===== src/rtl/sbq_pkg.sv =====
package sbq_pkg;
  // strobes from control to datapath
  typedef struct packed {
    logic push;  // write incoming store into tail slot
    logic pop;   // retire head slot after memory accept
  } sbqStrobes_t;
endpackage


===== src/rtl/sbq_control.sv =====
module sbq_control
  import sbq_pkg::*;
#(
  parameter int DEPTH = 4,
  localparam int CW = $clog2(DEPTH + 1)
) (
  input  logic          clk,
  input  logic          rstN,
  input  logic          stValid,
  input  logic          stLock,
  input  logic          fenceReq,
  input  logic          ldValid,
  input  logic          ldUncached,
  input  logic          ldSpec,
  input  logic          memReady,
  output sbqStrobes_t   strb,
  output logic          stReady,
  output logic          ldGo,
  output logic          memValid,
  output logic [CW-1:0] occupancy
);
  localparam logic [CW-1:0] FULL = CW'(DEPTH);

  logic [CW-1:0] occ, occNext;
  logic [CW-1:0] barrier, barrierNext;  // stores still ahead of the newest barrier
  logic          barrierSet;
  logic          uncWait;

  assign uncWait  = ldValid && ldUncached;
  assign stReady  = (occ != FULL) && !uncWait;
  assign memValid = (occ != '0);

  assign strb.push = stValid && stReady;
  assign strb.pop  = memValid && memReady;

  always_comb begin
    occNext = occ;
    if (strb.push && !strb.pop) occNext = occ + CW'(1);
    else if (!strb.push && strb.pop) occNext = occ - CW'(1);
  end

  assign barrierSet = fenceReq || (strb.push && stLock);

  always_comb begin
    barrierNext = barrier;
    if (barrierSet) barrierNext = occNext;
    else if (strb.pop && barrier != '0) barrierNext = barrier - CW'(1);
  end

  always_comb begin
    ldGo = 1'b0;
    if (ldValid && barrier == '0) begin
      if (ldUncached) ldGo = !ldSpec && (occ == '0);
      else            ldGo = 1'b1;
    end
  end

  always_ff @(posedge clk) begin
    if (!rstN) begin
      occ     <= '0;
      barrier <= '0;
    end else begin
      occ     <= occNext;
      barrier <= barrierNext;
    end
  end

  assign occupancy = occ;
endmodule


===== src/rtl/sbq_datapath.sv =====
module sbq_datapath
  import sbq_pkg::*;
#(
  parameter int DEPTH = 4,
  parameter int AW    = 16,
  parameter int DW    = 32,
  localparam int PW   = $clog2(DEPTH)
) (
  input  logic          clk,
  input  logic          rstN,
  input  sbqStrobes_t   strb,
  input  logic [AW-1:0] stAddr,
  input  logic [DW-1:0] stData,
  input  logic [AW-1:0] ldAddr,
  output logic [AW-1:0] memAddr,
  output logic [DW-1:0] memData,
  output logic          fwdHit,
  output logic [DW-1:0] fwdData
);
  logic [AW-1:0]    slotAddr [DEPTH];
  logic [DW-1:0]    slotData [DEPTH];
  logic [DEPTH-1:0] slotLive;
  logic [PW-1:0]    headPtr, tailPtr;

  always_ff @(posedge clk) begin
    if (!rstN) begin
      headPtr  <= '0;
      tailPtr  <= '0;
      slotLive <= '0;
    end else begin
      if (strb.push) begin
        slotLive[tailPtr] <= 1'b1;
        tailPtr           <= tailPtr + PW'(1);
      end
      if (strb.pop) begin
        slotLive[headPtr] <= 1'b0;
        headPtr           <= headPtr + PW'(1);
      end
    end
  end

  generate
    for (genvar g = 0; g < DEPTH; g++) begin : g_slot
      always_ff @(posedge clk) begin
        if (strb.push && tailPtr == PW'(g)) begin
          slotAddr[g] <= stAddr;
          slotData[g] <= stData;
        end
      end
    end
  endgenerate

  assign memAddr = slotAddr[headPtr];
  assign memData = slotData[headPtr];

  // walk from oldest to youngest; the last match seen is the youngest
  logic [PW-1:0] scanIdx;
  always_comb begin
    fwdHit  = 1'b0;
    fwdData = '0;
    scanIdx = '0;
    for (int k = 0; k < DEPTH; k++) begin
      scanIdx = headPtr + PW'(k);
      if (slotLive[scanIdx] && slotAddr[scanIdx] == ldAddr) begin
        fwdHit  = 1'b1;
        fwdData = slotData[scanIdx];
      end
    end
  end
endmodule


===== src/rtl/store_queue.sv =====
module store_queue
  import sbq_pkg::*;
#(
  parameter int DEPTH = 4,
  parameter int AW    = 16,
  parameter int DW    = 32
) (
  input  logic          clk,
  input  logic          rstN,
  input  logic          stValid,
  input  logic          stLock,
  input  logic [AW-1:0] stAddr,
  input  logic [DW-1:0] stData,
  output logic          stReady,
  input  logic          fenceReq,
  input  logic          ldValid,
  input  logic          ldUncached,
  input  logic          ldSpec,
  input  logic [AW-1:0] ldAddr,
  output logic          ldGo,
  output logic          ldFwdHit,
  output logic [DW-1:0] ldFwdData,
  output logic          memValid,
  output logic [AW-1:0] memAddr,
  output logic [DW-1:0] memData,
  input  logic          memReady
);
  localparam int CW = $clog2(DEPTH + 1);

  sbqStrobes_t   strb;
  logic [CW-1:0] occupancy;
  logic          fwdHit;
  logic [DW-1:0] fwdData;

  sbq_control #(.DEPTH(DEPTH)) ctrl_i (
    .clk(clk), .rstN(rstN), .stValid(stValid), .stLock(stLock),
    .fenceReq(fenceReq), .ldValid(ldValid), .ldUncached(ldUncached),
    .ldSpec(ldSpec), .memReady(memReady), .strb(strb), .stReady(stReady),
    .ldGo(ldGo), .memValid(memValid), .occupancy(occupancy)
  );

  sbq_datapath #(.DEPTH(DEPTH), .AW(AW), .DW(DW)) data_i (
    .clk(clk), .rstN(rstN), .strb(strb), .stAddr(stAddr), .stData(stData),
    .ldAddr(ldAddr), .memAddr(memAddr), .memData(memData),
    .fwdHit(fwdHit), .fwdData(fwdData)
  );

  assign ldFwdHit  = ldGo && !ldUncached && fwdHit;
  assign ldFwdData = ldFwdHit ? fwdData : '0;
endmodule


===== config.mk =====
export PLATFORM = sky130hd
export DESIGN_NAME = store_queue
export DESIGN_NICKNAME = d
export VERILOG_FILES = /design/src/rtl/sbq_pkg.sv /design/src/rtl/sbq_control.sv /design/src/rtl/sbq_datapath.sv /design/src/rtl/store_queue.sv
export SDC_FILE = /design/constraint.sdc
export NUM_CORES = 1
export LEC_CHECK = 0
export BUFFER_PORTS_ARGS = -buffer_cell sky130_fd_sc_hd__buf_2
export CAP_MARGIN = 15
export CORE_MARGIN = 2
export CORE_UTILIZATION = 56
export DETAILED_ROUTE_END_ITERATION = 12
export HOLD_SLACK_MARGIN = 0.06
export PLACE_DENSITY = 0.77
export SLEW_MARGIN = 20
export SYNTH_ARGS = -nofsm -noshare
export SYNTH_HDL_FRONTEND = slang
export SYNTH_SLANG_ARGS = --single-unit

===== constraint.sdc =====
create_clock -name clk -period 4.3 [get_ports clk]
set_clock_uncertainty 0.2 [all_clocks]
set_input_delay 0.215 -clock clk [delete_from_list [all_inputs] [get_ports clk]]
set_output_delay 0.215 -clock clk [all_outputs]
set_load 0.01 [all_outputs]

==> metrics.cfg, run 1 <==
[synth]
synth-seq-cells = 208
synth_nets = 1085
synth_edf_count = 192
yosys_warnings = 0
avgSynthCellArea_um2 = 14.2
synthFlopType = edfxtp_1
netlist_instances = 999
async_reset_ff_share_pct = 0
yosysSeqAreaShare_pct = 43.0
netlist_area_mm2 = 0.0142
ys_types = 54

[route]
drc = 0
vias_per_cell = 6.99
wl_per_cell_um = 25.4
postRouteAntennaNets = 0
drt_first_pass_iters = 5
drtIter0Drc = 1409
via_count = 10800
wirelength_mm = 39.3

[clock_network]
clock-root-buffer = clkbuf_16
numCtsBuffers = 21
htree_levels = 1
clk-insertion-delay-late_ns = 0.51
numClockSinks = 208
cts_tree = yes
clk_pin_slew_ns = 0.06
cts.path.max_buffers = 3

[timing]
rsz0062_at_grt = true
setup_viol = 0
drv_slew = 0
fmax_mhz = 237
worst_slack_ns = 0.0765
worst_pin_slew_ns = 1.05
period_needed_ns = 4.22
maxSlewHeadroom_pct = 29.8
timing.final.crit_share_pct = 98.2
final-hold-violation-count = 0

[grt]
antenna_found_initial = 1
grt_pass1_wl_mm = 58.9
grt_use_total_pct = 28.9
first_global_vias = 10700
grt_max_degree = 58
overflow = 0

[job]
max_cap_viol_count = 0

[floorplan]
core_mm2 = 0.0250
rows = 58
ioPinCount = 157
start_util_pct = 56.6
die_h_um = 163
die-area_mm2 = 0.0266
die_x_um = 163

[pwr]
power.share.switching_pct = 34.3
vdd_drop_max_v = 0.000487
p_leak_nw = 5.73
powerDensity_mw_per_mm2 = 513
switching_power_mw = 3.02
combPwrFrac_pct = 49.6
p_int_mw = 5.78
p_clk_share_pct = 21.2
totalPowerFinal_mw = 8.79
pwr-share-seq_pct = 29.3

[setup_path]
cp_max_fo = 24
reg2reg_from = ctrl_i.occupancy[0]$_SDFF_PN0_
critical_path_class = flip-flop to output port
endpoint_kind = output port
startpoint = data_i.headPtr[0]$_SDFFE_PN0P_
worst_setup_path_start_kind = flip-flop
critPathRequiredTime_ns = 3.88
crit_arrival_ns = 3.81

[placement]
hpwl_mm = 24.8
place_congestion = 0.966
dp_slack_ns = 0.200
place_inst = 1429
port_buffers = 156

[run_status]
status = completed

[final_layout]
final_cell_mix = 192 x edfxtp_1, 178 x mux4_2, 154 x buf_2, 66 x nand3_1, 58 x buf_4
drive_above_1_share_pct = 43.0
final_common_cell = edfxtp_1
final_nets = 1291
synthToLayoutAreaGrowth_pct = 21.0
layout.cells.non_filler = 1551

[worst_hold_path]
min_from = ldValid
hp-class = input pin to flip-flop

-- registers in the layout, indices dropped and copies added (netlist names), named ones only --
signal and cells:
ctrl_i.barrier 3, ctrl_i.occupancy 3, data_i.headPtr 2, data_i.slotAddr 64
data_i.slotData 128, data_i.slotLive 4, data_i.tailPtr 2
-- layout make-up --
type	instances	area, µm²
Multi-Input combinational cell	647	7670
Tap cell	330	413
Antenna cell	1	2.50
Clock inverter	12	144
Fill cell	1689	7900
Clock buffer	26	554
Timing Repair Buffer	287	2110
Sequential cell	208	6100
Inverter	40	150
-- path summary, 6_finish.rpt --
check | end | slack, ns | cells past startpoint
max reg2reg | ctrl_i.barrier[1]$_SDFFE_PN0P_ | 1.09 | 9
min reg2reg | data_i.tailPtr[1]$_SDFFE_PN0P_ | 0.32 | 2
max | ldFwdData[0] | 0.08 | 12
min | data_i.tailPtr[1]$_SDFFE_PN0P_ | 0.24 | 5
-- worst max-delay path: stages (launching register included) --
cell and delay [ns]:
dfxtp_4 0.36, inv_2 0.05, ha_4 0.33, buf_6 0.16, mux4_2 0.50, xnor2_1 0.14, nand4_1 0.19, nor4_4 0.40
and2_2 0.32, buf_6 0.29, o31ai_1 0.12, a21oi_1 0.23, buf_2 0.19
-- cell families (layout without fill, tap and decap cells) --
group	count (synthesis)	in the layout	synth area share [%]
buffers and inverters	145	365	4.73
adder cells (fa/ha/maj)	13	13	1.15
other	0	1	0
flip-flops	208	208	43.0
multiplexers	221	221	31.3
AND/OR/NAND/NOR	175	176	6.28
XOR/XNOR	66	66	4.08
AO/OA/AOI/OAI	171	171	9.44
-- cells in the mapped netlist (all sizes together), types with 6 or more instances --
library cell	count	area share (%)
edfxtp	192	41
mux4	178	28
buf	71	2.8
nand3	67	2.4
nand2	57	1.5
xnor2	51	3.2
mux2i	43	3.0
inv	40	1.1
clkbuf	34	0.90
a21oi	32	1.1
o221a	32	2.5
a31oi	25	1.1
o31ai	24	1.3
dfxtp	16	2.3
xor2	15	0.93
ha	13	1.1
nor2	13	0.34
o21ai	11	0.39
a2111oi	10	0.84
nand4	9	0.40
and2	7	0.31
o211ai	7	0.37
and3	6	0.27
-- per-stage QoR --
stage               hold slack, ns  utilization (%)  TNS (ns)  instance area, µm²
global placement             0.228             61.1         0               15300
finish                       0.240             68.5         0               17100
CTS                          0.239             67.0    -0.156               16800
detailed placement           0.231             61.1         0               15300
global route                 0.260             68.4    -0.134               17100
floorplan                    0.114                -         0               14200
-- power groups by stage --
| stage | combinational [mW] | clock (mW) | sequential [mW] |
|---|---|---|---|
| 6_report | 4.36 | 1.86 | 2.57 |
| 5_1_grt | 4.65 | 1.95 | 2.59 |
| 4_1_cts | 4.18 | 1.88 | 2.57 |
| 3_5_place_dp | 4.03 | 0 | 2.63 |
| 3_3_place_gp | 3.99 | 0 | 2.62 |
| 2_1_floorplan | 3.28 | 0 | 2.53 |
-- routing by layer --
metal	part of all wire (%)	GRT usage, %
met1	37	37.8
met5	0	0
met2	49	48.2
met4	3.7	10.5
met3	10	5.99
-- what timing repair did --
action	CTS	global route
gates resized for setup	29	37
gates cloned	1	4
hold buffers	54	0
endpoints found under the setup margin	33	33
pin swaps	9	13
buffers inserted	12	13
endpoints found under the hold margin	208	0
(Power assumes the default switching activity.)
==> run 2: changes to the inputs <==
--- a/config.mk
+++ b/config.mk
@@ -5,6 +5,7 @@
 export SDC_FILE = /design/constraint.sdc
 export NUM_CORES = 1
 export LEC_CHECK = 0
+export ABC_AREA = 1
 export BUFFER_PORTS_ARGS = -buffer_cell sky130_fd_sc_hd__buf_2
 export CAP_MARGIN = 15
 export CORE_MARGIN = 2
==> metrics.cfg, run 2 <==
[final_layout]
final_cell_mix = 659 x nand2_1, 272 x o21ai_0, 256 x nand3_1, 192 x edfxtp_1, 164 x a21oi_1
largest_reg_flops = 128  ; unchanged
synthToLayoutAreaGrowth_pct = 14.6
final_nets = 2260  ; +75%
largestRegisters = data_i.slotData (128), data_i.slotAddr (64), data_i.slotLive (4)
final_common_cell = nand2_1
regMostFlops = data_i.slotData
final_util_pct = 65.4  ; -3.1 points
drive_above_1_share_pct = 11.6  ; -31 points

[setup_path]
cp_slowest_cell = ha_1
critical_path_class = flip-flop to output port
cp_max_fo = 42  ; +75%
worst_setup_path_start_kind = flip-flop
endpoint_kind = output port
path_cells = inv_6, ha_1, buf_6, nand3_1, nand3_1, nand2_1, nor2_1, nand2_1, nor2_4, buf_4, buf_4, nand4_1, nand2_1, nand2_1, a21oi_1, buf_2
crit_top_cell = nand2_1
cp_top_family = buffers and inverters
cp_num_buf_inv = 5  ; +1
critPathRequiredTime_ns = 3.88  ; about the same
slowest_delay_ns = 0.40  ; -0.10 ns
crit_arrival_ns = 3.56  ; -0.25 ns

[synth]
avgSynthCellArea_um2 = 7.03  ; -50%
synth_edf_count = 192  ; unchanged
netlist_area_mm2 = 0.0144  ; +1.8%
netlist_instances = 2049  ; +110%
ys_top_cells_by_count = 659 x nand2_1, 272 x o21ai_0, 257 x nand3_1
async_reset_ff_share_pct = 0  ; unchanged
synth.most_common_cell = nand2_1
synthFlopType = edfxtp_1
ys_types = 29  ; -46%
yosysSeqAreaShare_pct = 42.2  ; -0.75 points
synth_nets = 2135  ; +97%
synth_area_leaders = edfxtp_1 40%, nand2_1 17%, o21ai_0 9.4%
synth-seq-cells = 208  ; unchanged
netlist.top_cell.by_area = edfxtp_1
yosys.area.top_type_share_pct = 40.0  ; -0.71 points
yosys_warnings = 0  ; unchanged

[placement]
port_buffers = 156  ; unchanged
place_congestion = 0.956  ; -1.1%
hpwl_mm = 26.4  ; +6.4%

[grt]
grt_use_total_pct = 31.9  ; +3.0 points
overflow = 0  ; unchanged
first_global_vias = 13700  ; +29%
grt_max_degree = 129  ; +120%
grt_pass1_wl_mm = 69.1  ; +17%
antenna_found_initial = 1  ; unchanged

[floorplan]
die_x_um = 164  ; +0.86%
rows = 58  ; unchanged
die_h_um = 164  ; +0.86%
ioPinCount = 157  ; unchanged
die-area_mm2 = 0.0270  ; +1.7%
core_mm2 = 0.0253  ; +0.87%
start_util_pct = 57.1  ; +0.50 points

[run_status]
status = completed

[timing]
final-hold-violation-count = 0  ; unchanged
timing.final.crit_share_pct = 92.4  ; -5.8 points
rsz0062_at_grt = false
maxSlewHeadroom_pct = 27.5  ; -2.3 points
tns_ns = 0  ; unchanged
drv_slew = 0  ; unchanged
fmax_mhz = 252  ; +6.3%
period_needed_ns = 3.97  ; -0.250 ns
setup_viol = 0  ; unchanged
worst_pin_slew_ns = 1.09  ; +0.0342 ns

[route]
vias_per_cell = 5.98  ; -14%
drc = 0  ; unchanged
drt_first_pass_iters = 7  ; +2
wl_per_cell_um = 17.3  ; -32%
postRouteAntennaNets = 0  ; unchanged
via_count = 15100  ; +39%
wirelength_mm = 43.7  ; +11%
drtIter0Drc = 1950  ; +38%

[clock_network]
clk-insertion-delay-late_ns = 0.55  ; +0.04 ns
cts_tree = yes
clk_pin_slew_ns = 0.06  ; about the same
numCtsBuffers = 25  ; +19%
clock-root-buffer = clkbuf_16
htree_levels = 1  ; unchanged
numClockSinks = 208  ; unchanged
cts.path.max_buffers = 3  ; unchanged

[pwr]
powerDensity_mw_per_mm2 = 539  ; +5.2%
p_leak_nw = 7.13  ; +24%
vdd_drop_max_v = 0.000465  ; -4.6%

[worst_hold_path]
hp-class = input pin to flip-flop

[job]
max_cap_viol_count = 0  ; unchanged

-- run 2: cell count changes after synthesis, sizes merged, moves of 89 or more --
cell   previous run  this run
nor2             13       142
a21oi            32       175
o21ai            11       274
nand3            67       258
mux4            178         0
nand2            57       660
inv              40       129
-- run 2: cells by family after synthesis --
family | Yosys count | share of synthesized area (%)
fa+ha+maj | 13 | 1.13
buf+inv | 269 | 8.27
simple gates | 1093 | 31.5
xor+xnor | 12 | 0.729
compound gates | 454 | 16.1
flops | 208 | 42.2
-- run 2: final timing paths --
path	from	to	slack (ns)	depth (start not counted)
setup / recovery	data_i.headPtr[0]$_SDFFE_PN0P_	ldFwdData[11]	0.33	16
hold / removal	stValid	data_i.tailPtr[0]$_SDFFE_PN0P_	0.14	3
setup reg to reg	ctrl_i.occupancy[0]$_SDFF_PN0_	ctrl_i.barrier[1]$_SDFFE_PN0P_	1.57	13
hold reg to reg	ctrl_i.occupancy[2]$_SDFF_PN0_	ctrl_i.occupancy[2]$_SDFF_PN0_	0.30	1
-- run 2: power breakdown --
group	internal (mW)	switching (mW)	total [mW]
clock network	1.19	0.842	2.03
logic	1.30	3.09	4.39
registers	2.38	0.107	2.49
-- run 2: what timing repair did --
action / CTS / global route
resized for setup: 1 / 8
hold endpoints to repair: 208 / 0
buffers inserted: 0 / 3
setup endpoints to repair: 1 / 31
hold buffers: 52 / 0
pin swaps: 0 / 1
-- run 2: metrics by stage --
stage	area [µm²]	hold slack [ns]	cells	worst slack (ns)	total power, mW
after CTS	16500	0.141	2517	0.0867	8.80
after global placement	15200	0.224	2422	0.602	6.63
after global routing	16500	0.199	2521	0.0211	9.55
final	16500	0.137	2522	0.326	8.91
after detailed placement	15200	0.230	2422	0.552	6.74
after floorplan	14400	0.114	2049	0.610	5.65
-- run 2: area by class of cell --
type,instances,area (µm²)
Inverter,129,499
Tap cell,330,413
Fill cell,2209,8740
Timing Repair Buffer,238,1550
Clock inverter,12,121
Antenna cell,2,5.00
Clock buffer,31,648
Sequential cell,208,6090
Multi-Input combinational cell,1572,7180
-- run 2: worst reg2reg max path: cells and delay by family, from the launching register on --
kind | cells | cell delay [ns]
buffers and inverters | 6 | 1.00
and+or+nand+nor | 4 | 0.65
adders and majority gates | 1 | 0.19
DFF | 1 | 0.31
AOI/OAI and AO/OA | 2 | 0.31
-- run 2: routing by layer --
layer	vias to the layer above	global-route usage, %	part of all wire, %
met2	973	51.3	45
li1	7153	-	-
met4	0	12.8	3.4
met3	132	4.45	11
met5	-	0	0
met1	6815	43.8	40
==> run 3: changes to the inputs <==
--- a/config.mk
+++ b/config.mk
@@ -6,13 +6,14 @@
 export NUM_CORES = 1
 export LEC_CHECK = 0
 export ABC_AREA = 1
-export BUFFER_PORTS_ARGS = -buffer_cell sky130_fd_sc_hd__buf_2
 export CAP_MARGIN = 15
 export CORE_MARGIN = 2
 export CORE_UTILIZATION = 56
+export CTS_CLUSTER_SIZE = 25
 export DETAILED_ROUTE_END_ITERATION = 12
+export DONT_BUFFER_PORTS = 1
 export HOLD_SLACK_MARGIN = 0.06
-export PLACE_DENSITY = 0.77
+export PLACE_DENSITY = 0.71
 export SLEW_MARGIN = 20
 export SYNTH_ARGS = -nofsm -noshare
 export SYNTH_HDL_FRONTEND = slang
==> metrics.cfg, run 3 (same netlist as run 2, synthesis figures left out) <==
[run_status]
status = finished with violations
violations = design-rule violations

[final_layout]
final_cell_mix = 659 x nand2_1, 272 x o21ai_0, 256 x nand3_1, 192 x edfxtp_1, 165 x a21oi_1
layout.cells.non_filler = 2391  ; -5.2%
drive_above_1_share_pct = 6.02  ; -5.5 points
synthToLayoutAreaGrowth_pct = 11.5
final_common_cell = nand2_1
final_nets = 2126  ; -5.9%
regMostFlops = data_i.slotData
largest_reg_flops = 128  ; unchanged
largestRegisters = data_i.slotData (128), data_i.slotAddr (64), data_i.slotLive (4)

[setup_path]
cp_max_fo = 35  ; -17%
cp_num_buf_inv = 4  ; -1
slowest_delay_ns = 0.41  ; about the same
worst_setup_path_start_kind = flip-flop
critical_path_class = flip-flop to output port
cp-endpoint = ldFwdData[24]
cp_slowest_cell = dfxtp_4
path_cells = inv_6, ha_1, inv_4, nand3_1, nand3_1, nand2_1, nor2_1, nand2_1, nor2_4, nand3_2, nand2_1, inv_2, nand2_4, nand3_1, a21oi_1, buf_4
startpoint = data_i.headPtr[0]$_SDFFE_PN0P_
crit_arrival_ns = 3.74  ; +0.18 ns
endpoint_kind = output port
critical_path.reg2reg.endpoint = ctrl_i.barrier[1]$_SDFFE_PN0P_
reg2reg_slack_ns = 1.38  ; -0.19 ns
r2r_cells = 13  ; unchanged
cp_top_family = simple AND/OR/NAND/NOR gates
cp.depth = 16  ; unchanged
critPathRequiredTime_ns = 3.88  ; about the same
reg2reg_from = ctrl_i.occupancy[0]$_SDFF_PN0_

[pwr]
powerDensity_mw_per_mm2 = 561  ; +3.9%
p_int_mw = 4.92  ; +0.92%
power.share.switching_pct = 45.4  ; +0.11 points
p_leak_nw = 6.66  ; -6.6%
combPwrFrac_pct = 47.5  ; -1.8 points
switching_power_mw = 4.09  ; +1.4%
p_clk_share_pct = 24.9  ; +2.1 points
vdd_drop_max_v = 0.000467  ; +0.58%
pwr-share-seq_pct = 27.6  ; -0.4 points

[floorplan]
core_mm2 = 0.0253  ; unchanged
start_util_pct = 57.1  ; unchanged
die-area_mm2 = 0.0270  ; unchanged
die_x_um = 164  ; unchanged
rows = 58  ; unchanged
die_h_um = 164  ; unchanged
ioPinCount = 157  ; unchanged

[route]
vias_per_cell = 6.06  ; +1.4%
drc = 2  ; +2
wl_per_cell_um = 18.9  ; +9.2%
wirelength_mm = 45.2  ; +3.6%
drtIter0Drc = 1969  ; +0.97%
drt_first_pass_iters = 12  ; +5
postRouteAntennaNets = 0  ; unchanged
via_count = 14500  ; -3.9%

[grt]
grtUsageMet1_pct = 43.5  ; -0.32 points
grt_max_degree = 200  ; +55%
grt_pass1_wl_mm = 69.2  ; +0.12%
grt_use_total_pct = 32.5  ; +0.55 points
use_met2_pct = 52.1  ; +0.74 points
first_global_vias = 13100  ; -4.6%
grt_busiest_layer = met2
antenna_found_initial = 1  ; unchanged
met3_usage_pct = 7.08  ; +2.6 points
overflow = 0  ; unchanged

[timing]
setup_viol = 0  ; unchanged
final-hold-violation-count = 0  ; unchanged
maxSlewHeadroom_pct = 30.6  ; +3.1 points
drv_slew = 0  ; unchanged
whs_ns = 0.161  ; +0.0238 ns
timing.final.crit_share_pct = 96.7  ; +4.3 points
fmax_mhz = 240  ; -4.5%
tns_ns = 0  ; unchanged
worst_pin_slew_ns = 1.04  ; -0.0466 ns
period_needed_ns = 4.16  ; +0.185 ns
worst_slack_ns = 0.141  ; -0.185 ns
rsz0062_at_grt = true

[job]
max_cap_viol_count = 0  ; unchanged

[placement]
port_buffers = 0  ; -100%
dp_slack_ns = 0.629  ; +0.0771 ns
place_congestion = 0.932  ; -2.5%
place_inst = 2287  ; -5.6%
hpwl_mm = 27.1  ; +2.8%

[clock_network]
cts.path.max_buffers = 3  ; unchanged
cts_tree = yes
numCtsBuffers = 25  ; unchanged
numClockSinks = 208  ; unchanged
clk-insertion-delay-late_ns = 0.55  ; about the same
clock-root-buffer = clkbuf_16
cts_setup_buffers = 0  ; unchanged
clk_pin_slew_ns = 0.06  ; about the same
htree_levels = 1  ; unchanged

[worst_hold_path]
hp-class = input pin to flip-flop

[run 3: what timing repair did]
item / CTS / global route
endpoints found under the setup margin: 0 / 32
hold buffers: 54 / 0
endpoints found under the hold margin: 208 / 0
gates resized for setup: 0 / 6
[run 3: final cells by class]
cell class / count / area, µm²
inverter: 129 / 495
fill: 2235 / 9190
sequential: 208 / 6090
multi-input combinational: 1572 / 7170
clock inverter: 13 / 184
tap: 330 / 413
timing repair buffer: 104 / 1020
clock buffer: 33 / 686
antenna: 2 / 5.00
[run 3: worst register-to-register path, delay by kind of cell, from the launching register on]
family                   cells  cell delay, ns
adder cells (fa/ha/maj)      1            0.19
buffers and inverters        6            1.09
AO/OA/AOI/OAI                2            0.36
AND/OR/NAND/NOR              4            0.68
flip-flops                   1            0.31
[run 3: how the worst min path moves through the flow]
stage / from / to / slack [ns] / depth (start not counted)
global placement: stAddr[4] / data_i.slotAddr[1][4]$_DFFE_PP_ / 0.11 / 0
finish: stData[23] / data_i.slotData[2][23]$_DFFE_PP_ / 0.16 / 1
CTS: stData[29] / data_i.slotData[2][29]$_DFFE_PP_ / 0.15 / 1
detailed placement: stAddr[4] / data_i.slotAddr[1][4]$_DFFE_PP_ / 0.11 / 0
global route: stData[23] / data_i.slotData[0][23]$_DFFE_PP_ / 0.17 / 1
floorplan: stAddr[0] / data_i.slotAddr[0][0]$_DFFE_PP_ / 0.11 / 0
[run 3: power by group through the flow]
| stage | Clock (mW) | Sequential, mW | Combinational [mW] |
|---|---|---|---|
| floorplan | 0 | 2.48 | 3.17 |
| global placement | 0 | 2.52 | 3.93 |
| detailed placement | 0 | 2.53 | 4.01 |
| CTS | 2.26 | 2.48 | 4.09 |
| global route | 2.34 | 2.50 | 4.75 |
| finish | 2.24 | 2.49 | 4.27 |
[run 3: routing by layer]
layer,up-vias,share of wire (%)
met5,-,0
met4,0,3.1
met3,123,12
met2,898,45
met1,6568,40
li1,6902,-
[run 3: metrics by stage]
stage	util (%)	instance area (µm²)	power, mW
after floorplan	-	14400	5.65
after global placement	57.7	14600	6.45
after detailed placement	57.7	14600	6.54
after CTS	63.3	16000	8.84
after global routing	63.6	16100	9.60
final	63.6	16100	9.01
